<file path="src/rtl/console_pkg.sv">
// Package: register selector and control-word bit positions for the terminal controller.
package console_pkg;
    localparam int CTL_RDY = 0;
    localparam int CTL_IE  = 1;
    localparam int CTL_OVR = 2;

    typedef enum logic [1:0] {
        SEL_RX_CTL = 2'd0,
        SEL_RX_DAT = 2'd1,
        SEL_TX_CTL = 2'd2,
        SEL_TX_DAT = 2'd3
    } reg_sel_e;
endpackage

</file>
<file path="src/rtl/console_decode.sv">
// Address decoder: reports a hit for an aligned word inside the 16-byte window at BASE,
// and which of the four words is addressed. Assumes ADDR_W > 4.
module console_decode
    import console_pkg::*;
#(
    parameter int              ADDR_W = 32,
    parameter logic [ADDR_W-1:0] BASE = 32'hFFFF_0000
) (
    input  logic [ADDR_W-1:0] addr,
    output logic              hit,
    output reg_sel_e          sel
);
    // compare the window and alignment, then pick the word index
    always_comb begin
        hit = (addr[ADDR_W-1:4] == BASE[ADDR_W-1:4]) && (addr[1:0] == 2'b00);
        sel = reg_sel_e'(addr[3:2]);
    end
endmodule

</file>
<file path="src/rtl/console_rx.sv">
// Receive channel: holds the last keyboard byte, the Ready flag, the sticky overrun
// flag and the interrupt enable. Assumes the strobes come already qualified by decode.
module console_rx #(
    parameter int CHAR_W = 8
) (
    input  logic              clk,
    input  logic              rst_n,
    input  logic              kb_valid,
    input  logic [CHAR_W-1:0] kb_char,
    input  logic              rd_data,
    input  logic              rd_ctrl,
    input  logic              wr_ctrl,
    input  logic              wr_ie,
    output logic              ready,
    output logic              ie,
    output logic              ovr,
    output logic [CHAR_W-1:0] char_q
);
    // state update: enable write, arrival, consumption, overrun set/clear
    always_ff @(posedge clk) begin
        if (!rst_n) begin
            ready  <= 1'b0;
            ie     <= 1'b0;
            ovr    <= 1'b0;
            char_q <= '0;
        end else begin
            if (wr_ctrl) ie <= wr_ie;
            if (rd_ctrl) ovr <= 1'b0;
            if (kb_valid) begin
                char_q <= kb_char;
                ready  <= 1'b1;
                if (ready && !rd_data) ovr <= 1'b1;
            end else if (rd_data) begin
                ready <= 1'b0;
            end
        end
    end


    arrive_sets_ready_chk: assert property (@(posedge clk) disable iff (!rst_n)
        kb_valid |=> (ready && char_q == $past(kb_char)));

    read_clears_ready_chk: assert property (@(posedge clk) disable iff (!rst_n)
        (rd_data && !kb_valid) |=> !ready);

    overrun_sets_chk: assert property (@(posedge clk) disable iff (!rst_n)
        (kb_valid && ready && !rd_data) |=> ovr);

    overrun_sticky_chk: assert property (@(posedge clk) disable iff (!rst_n)
        (ovr && !rd_ctrl) |=> ovr);
endmodule

</file>
<file path="src/rtl/console_tx.sv">
// Transmit channel: accepts a byte when Ready, offers it to the display with a
// valid/ready handshake, and returns to Ready when it is taken. Writes while busy are dropped.
module console_tx #(
    parameter int CHAR_W = 8
) (
    input  logic              clk,
    input  logic              rst_n,
    input  logic              wr_data,
    input  logic [CHAR_W-1:0] wr_char,
    input  logic              wr_ctrl,
    input  logic              wr_ie,
    input  logic              disp_ready,
    output logic              ready,
    output logic              ie,
    output logic              disp_valid,
    output logic [CHAR_W-1:0] disp_char
);
    // state update: enable write, hand-off completion, new character load
    always_ff @(posedge clk) begin
        if (!rst_n) begin
            ready     <= 1'b1;
            ie        <= 1'b0;
            disp_char <= '0;
        end else begin
            if (wr_ctrl) ie <= wr_ie;
            if (disp_valid && disp_ready) begin
                ready <= 1'b1;
            end else if (wr_data && ready) begin
                ready     <= 1'b0;
                disp_char <= wr_char;
            end
        end
    end

    // offer the byte whenever the channel is busy
    always_comb disp_valid = !ready;


    hold_until_taken_chk: assert property (@(posedge clk) disable iff (!rst_n)
        (disp_valid && !disp_ready) |=> (disp_valid && $stable(disp_char)));

    handoff_done_chk: assert property (@(posedge clk) disable iff (!rst_n)
        (disp_valid && disp_ready) |=> (ready && !disp_valid));

    load_clears_ready_chk: assert property (@(posedge clk) disable iff (!rst_n)
        (wr_data && ready) |=> (disp_valid && disp_char == $past(wr_char)));
endmodule

</file>
<file path="src/rtl/console_mmio.sv">
// Top: memory-mapped terminal controller. Decodes four word registers, routes
// qualified strobes to the channels, forms read data and the interrupt request.
// Assumes a single-cycle bus: read data is combinational, effects occur at the edge.
module console_mmio
    import console_pkg::*;
#(
    parameter int                ADDR_W = 32,
    parameter int                DATA_W = 32,
    parameter int                CHAR_W = 8,
    parameter logic [ADDR_W-1:0] BASE   = 32'hFFFF_0000
) (
    input  logic              clk,
    input  logic              rst_n,
    input  logic [ADDR_W-1:0] bus_addr,
    input  logic [DATA_W-1:0] bus_wdata,
    input  logic              bus_wr,
    input  logic              bus_rd,
    output logic [DATA_W-1:0] bus_rdata,
    input  logic              kb_valid,
    input  logic [CHAR_W-1:0] kb_char,
    output logic              disp_valid,
    output logic [CHAR_W-1:0] disp_char,
    input  logic              disp_ready,
    output logic              irq
);
    logic              hit;
    reg_sel_e          sel;
    logic              rx_ready, rx_ie, rx_ovr, tx_ready, tx_ie;
    logic [CHAR_W-1:0] rx_char;
    logic              rd_rxc, rd_rxd, wr_rxc, wr_txc, wr_txd;
    logic              unused_wdata;

    console_decode #(.ADDR_W(ADDR_W), .BASE(BASE)) i_dec (
        .addr(bus_addr), .hit(hit), .sel(sel)
    );

    // qualify the bus strobes with the decoded register
    always_comb begin
        rd_rxc = bus_rd && hit && (sel == SEL_RX_CTL);
        rd_rxd = bus_rd && hit && (sel == SEL_RX_DAT);
        wr_rxc = bus_wr && hit && (sel == SEL_RX_CTL);
        wr_txc = bus_wr && hit && (sel == SEL_TX_CTL);
        wr_txd = bus_wr && hit && (sel == SEL_TX_DAT);
    end

    console_rx #(.CHAR_W(CHAR_W)) i_rx (
        .clk(clk), .rst_n(rst_n), .kb_valid(kb_valid), .kb_char(kb_char),
        .rd_data(rd_rxd), .rd_ctrl(rd_rxc), .wr_ctrl(wr_rxc),
        .wr_ie(bus_wdata[CTL_IE]), .ready(rx_ready), .ie(rx_ie),
        .ovr(rx_ovr), .char_q(rx_char)
    );

    console_tx #(.CHAR_W(CHAR_W)) i_tx (
        .clk(clk), .rst_n(rst_n), .wr_data(wr_txd),
        .wr_char(bus_wdata[CHAR_W-1:0]), .wr_ctrl(wr_txc),
        .wr_ie(bus_wdata[CTL_IE]), .disp_ready(disp_ready),
        .ready(tx_ready), .ie(tx_ie), .disp_valid(disp_valid),
        .disp_char(disp_char)
    );

    // read mux: the addressed word, zero outside the window
    always_comb begin
        bus_rdata = '0;
        if (hit) begin
            unique case (sel)
                SEL_RX_CTL: begin
                    bus_rdata[CTL_RDY] = rx_ready;
                    bus_rdata[CTL_IE]  = rx_ie;
                    bus_rdata[CTL_OVR] = rx_ovr;
                end
                SEL_RX_DAT: bus_rdata[CHAR_W-1:0] = rx_char;
                SEL_TX_CTL: begin
                    bus_rdata[CTL_RDY] = tx_ready;
                    bus_rdata[CTL_IE]  = tx_ie;
                end
                default: bus_rdata = '0;
            endcase
        end
    end

    // interrupt request from either enabled, ready channel
    always_comb irq = (rx_ready && rx_ie) || (tx_ready && tx_ie);

    assign unused_wdata = ^bus_wdata[DATA_W-1:CHAR_W];


    miss_reads_zero_chk: assert property (@(posedge clk) disable iff (!rst_n)
        (bus_rd && !hit) |-> (bus_rdata == '0));

    irq_needs_enable_chk: assert property (@(posedge clk) disable iff (!rst_n)
        (!rx_ie && !tx_ie) |-> !irq);

    irq_needs_ready_chk: assert property (@(posedge clk) disable iff (!rst_n)
        (!rx_ready && !tx_ready) |-> !irq);

    ctl_upper_zero_chk: assert property (@(posedge clk) disable iff (!rst_n)
        (hit && (sel == SEL_TX_CTL)) |-> (bus_rdata[DATA_W-1:CTL_OVR] == '0));
endmodule

</file>
<file path="config.mk">
export PLATFORM = sky130hd
export DESIGN_NAME = console_mmio
export DESIGN_NICKNAME = d
export VERILOG_FILES = /design/src/rtl/console_pkg.sv /design/src/rtl/console_decode.sv /design/src/rtl/console_rx.sv /design/src/rtl/console_tx.sv /design/src/rtl/console_mmio.sv
export SDC_FILE = /design/constraint.sdc
export NUM_CORES = 1
export LEC_CHECK = 0
export ABC_CLOCK_PERIOD_IN_PS = 1640
export BUFFER_PORTS_ARGS = -buffer_cell sky130_fd_sc_hd__buf_4
export CORE_UTILIZATION = 35
export DETAILED_ROUTE_END_ITERATION = 16
export GPL_TIMING_DRIVEN = 0
export HOLD_SLACK_MARGIN = 0.03
export PLACE_DENSITY = 0.78
export SLEW_MARGIN = 20
export SYNTH_ARGS = -nofsm -noshare
export SYNTH_HDL_FRONTEND = slang
export SYNTH_SLANG_ARGS = --single-unit
export TNS_END_PERCENT = 100
</file>
<file path="constraint.sdc">
create_clock -name clk -period 1.64 [get_ports clk]
set_input_delay 0.082 -clock clk [delete_from_list [all_inputs] [get_ports clk]]
set_output_delay 0.082 -clock clk [all_outputs]
set_load 0.1 [all_outputs]
</file>
==> results.yml <==
cells_and_area:
  n_antenna_cell: 0
  relative_area_change_from_synthesis_to_final_layout_pct: 70.7
  fin_util_pct: 63.9
  stdcell_area_mm2: 0.00218
  final_layout_size_suffix_gt1_share_pct: 46.7
  n_fill_cell: 300
  final_net_count: 334
routing:
  vias: 1290
  detail_route.wirelength_um: 3200
  drtIter0Drc: 29
  final_antenna_net_count: 0
  route.detailed.wl_per_inst_um: 10.6
  detail_route.first_pass.iterations: 4
  avgViaCountPerCell: 4.29
  route.detailed.drc: 0
synthesis:
  synth.cell_area_mm2: 0.00128
  synth.top_cells.by_count: "buf_4 (25), mux2i_1 (22), dfxtp_1 (21)"
  yosys_warnings: 0
  ys_dominant_reg_cell: "dfxtp_1"
  post_synthesis_sequential_area_ratio_pct: 32.9
  leading_cell_types_by_total_area_after_synthesis: "dfxtp_1 (33%), mux2i_1 (17%), buf_4 (15%)"
  synthDistinctLibCells: 30
  postSynth.asyncResetShare_pct: 0
  synth-seq-cells: 21
  synth_area_per_cell_um2: 8.94
  yosysMostFrequentCell: "buf_4"
  synthesis.instances: 143
  netlist.top_cell.by_area: "dfxtp_1"
  synth_edf_count: 0
  yosysTopAreaCellShare_pct: 32.9
power_and_ir_drop:
  p_sw_mw: 0.484
  power.switching_fraction_pct: 38.1
  clock_power_share_pct: 19.9
  vdd.ir_drop.worst_v: 0.000545
  cellPowerDensity_mw_per_mm2: 581
  static-leakage-power_nw: 1.09
  power.combinational.fraction_pct: 38.1
  design_power_total_mw: 1.27
  seq_power_share_pct: 41.9
  p_int_mw: 0.785
clocking:
  htreeDepth: 1
  clk_path_buf_depth: 2
  insertion_delay_ns: 0.31
  cts.root.buffer_cell: "clkbuf_4"
  cts_buffers: 3
  cts_tree: "done"
  tritoncts_num_sinks: 21
  clock_pin_slew_reported_for_the_worst_setup_and_hold_paths_after_clock_tree_synthesis_ns: 0.11
floorplan:
  die_y_um: 62.4
  floorplan.initialDensity_pct: 37.4
  row_count: 21
  die_x_um: 62.4
  fp.coreArea_mm2: 0.00342
  design.die.area_mm2: 0.00390
  top_level_ports: 120
placed_design:
  place.gp.congestion: 0.686
  detailedPlacementHpwl_um: 2320
  numPortBuffers: 69
  postPlaceCellArea_mm2: 0.00197
  post-place-ws_ns: -0.171
critical_path:
  worstPathArrival_ns: 1.44
  kind_of_capture_point_of_the_worst_setup_path: "output port"
  worstPathMaxFanout: 6
  critical_path.startpoint_type: "input pin"
  crit_type: "input pin to output port"
  worstPathRequired_ns: 1.56
timing:
  fin_worst_hold_slack_ns: 0.0362
  timing.final.setup_violations: 0
  skew_ns: 0.000517
  maxSlewHeadroom_pct: 58.2
  finalWorstPathRequiredPeriod_ns: 1.52
  timing_max_transition_violations_final: 0
  timing.final.hold_violations: 0
  worst_pin_slew_ns: 0.627
  fmaxAchievable_mhz: 659
  final.setup.worst_slack_ns: 0.123
  setup_repair_after_global_routing_missed_its_margin: "no"
  post-route-period-util_pct: 92.5
flow_run:
  max_cap_violations: 0
global_route:
  via_count_of_the_first_global_routing_pass: 1264
  grt_first_pass_wirelength_um: 5260
  grt_start_max_net_pins: 12
  gr-total-overflow: 0
  grt_antenna_before_repair: 0
  track_usage_pct: 16.5
min_path:
  holdCritPathClass: "input pin to register"
run_status:
  run_status: "finished, final reports clean"
## path summary, 6_finish.rpt
| kind | from | cells past startpoint | endpoint | slack (ns) |
|---|---|---|---|---|
| max | bus_addr[0] | 6 | bus_rdata[2] | 0.12 |
| min | kb_char[6] | 3 | i_rx.char_q[6]$_SDFFE_PN0P_ | 0.04 |
| max reg2reg | i_tx.ready$_SDFFE_PP1P_ | 4 | i_tx.disp_char[3]$_SDFFE_PN0P_ | 0.45 |
| min reg2reg | i_tx.disp_char[6]$_SDFFE_PN0P_ | 2 | i_tx.disp_char[6]$_SDFFE_PN0P_ | 0.46 |
## sequential cells by signal, indices dropped and copies added, names as in the netlist
signal          cells
i_rx.ie             1
i_rx.ready          1
i_tx.ie             1
i_rx.ovr            1
i_tx.ready          1
i_tx.disp_char      8
i_rx.char_q         8
## area by class of cell
class | count | area [um2] | share of cell area [%]
repair buffers | 85 | 679 | 31.1
inverters | 2 | 7.51 | 0.344
plain buffers | 31 | 210 | 9.63
multi-input cells | 112 | 782 | 35.8
well taps | 46 | 57.6 | 2.64
clock buffers | 4 | 26.3 | 1.20
flip-flops and latches | 21 | 420 | 19.3
## cell families after synthesis
group | synth area share [%]
compound gates | 3.62
buf+inv | 17.0
other cells | 0.293
simple gates | 29.0
flops | 32.9
mux | 17.2
## critical path, cell delays in order
cell and delay (ns):
buf_4 0.12, nor4_4 0.30, nand4_4 0.19, buf_4 0.19, nor4_4 0.23, buf_4 0.32
## per-layer routing
metal / GRT usage [%] / vias to the layer above / part of all wire [%]
met3: 4.74 / 2 / 7.0
met4: 2.33 / 0 / 0.38
li1: - / 665 / -
met2: 32.9 / 50 / 55
met1: 17.1 / 573 / 38
met5: 0 / - / 0
## through the flow
| stage | setup TNS (ns) | instances |
|---|---|---|
| 3_3_place_gp | -0.895 | 281 |
| 4_1_cts | 0 | 294 |
| 5_1_grt | 0 | 301 |
| 3_5_place_dp | -0.836 | 281 |
| 6_report | 0 | 301 |
| 2_1_floorplan | -0.879 | 166 |
## cell usage in the layout (no fill, tap or decap), types with 3 or more instances in the layout
cell           instances
nor4_4                 3
dlygate4sd3_1          9
mux2i_1               22
dfxtp_1               21
clkbuf_1               6
nor2_1                 5
buf_6                  5
nand2_1               19
clkbuf_4               3
nor2b_1                9
and3_2                 5
buf_4                 96
conb_1                24
## power groups by stage
stage / sequential, mW / clock, mW / combinational [mW]
after floorplan: 0.542 / 0 / 0.352
after global placement: 0.543 / 0 / 0.458
after detailed placement: 0.544 / 0 / 0.460
after CTS: 0.532 / 0.255 / 0.478
after global routing: 0.534 / 0.281 / 0.507
final: 0.532 / 0.253 / 0.484
## timing repair
item | 4_1_cts | 5_1_grt
gates resized for setup | 7 | 1
hold buffers | 9 | 0
pin swaps | 0 | 3
endpoints found under the hold margin | 9 | 0
buffers inserted | 0 | 7
setup endpoints to repair | 5 | 5
(Power assumes the default switching activity.)
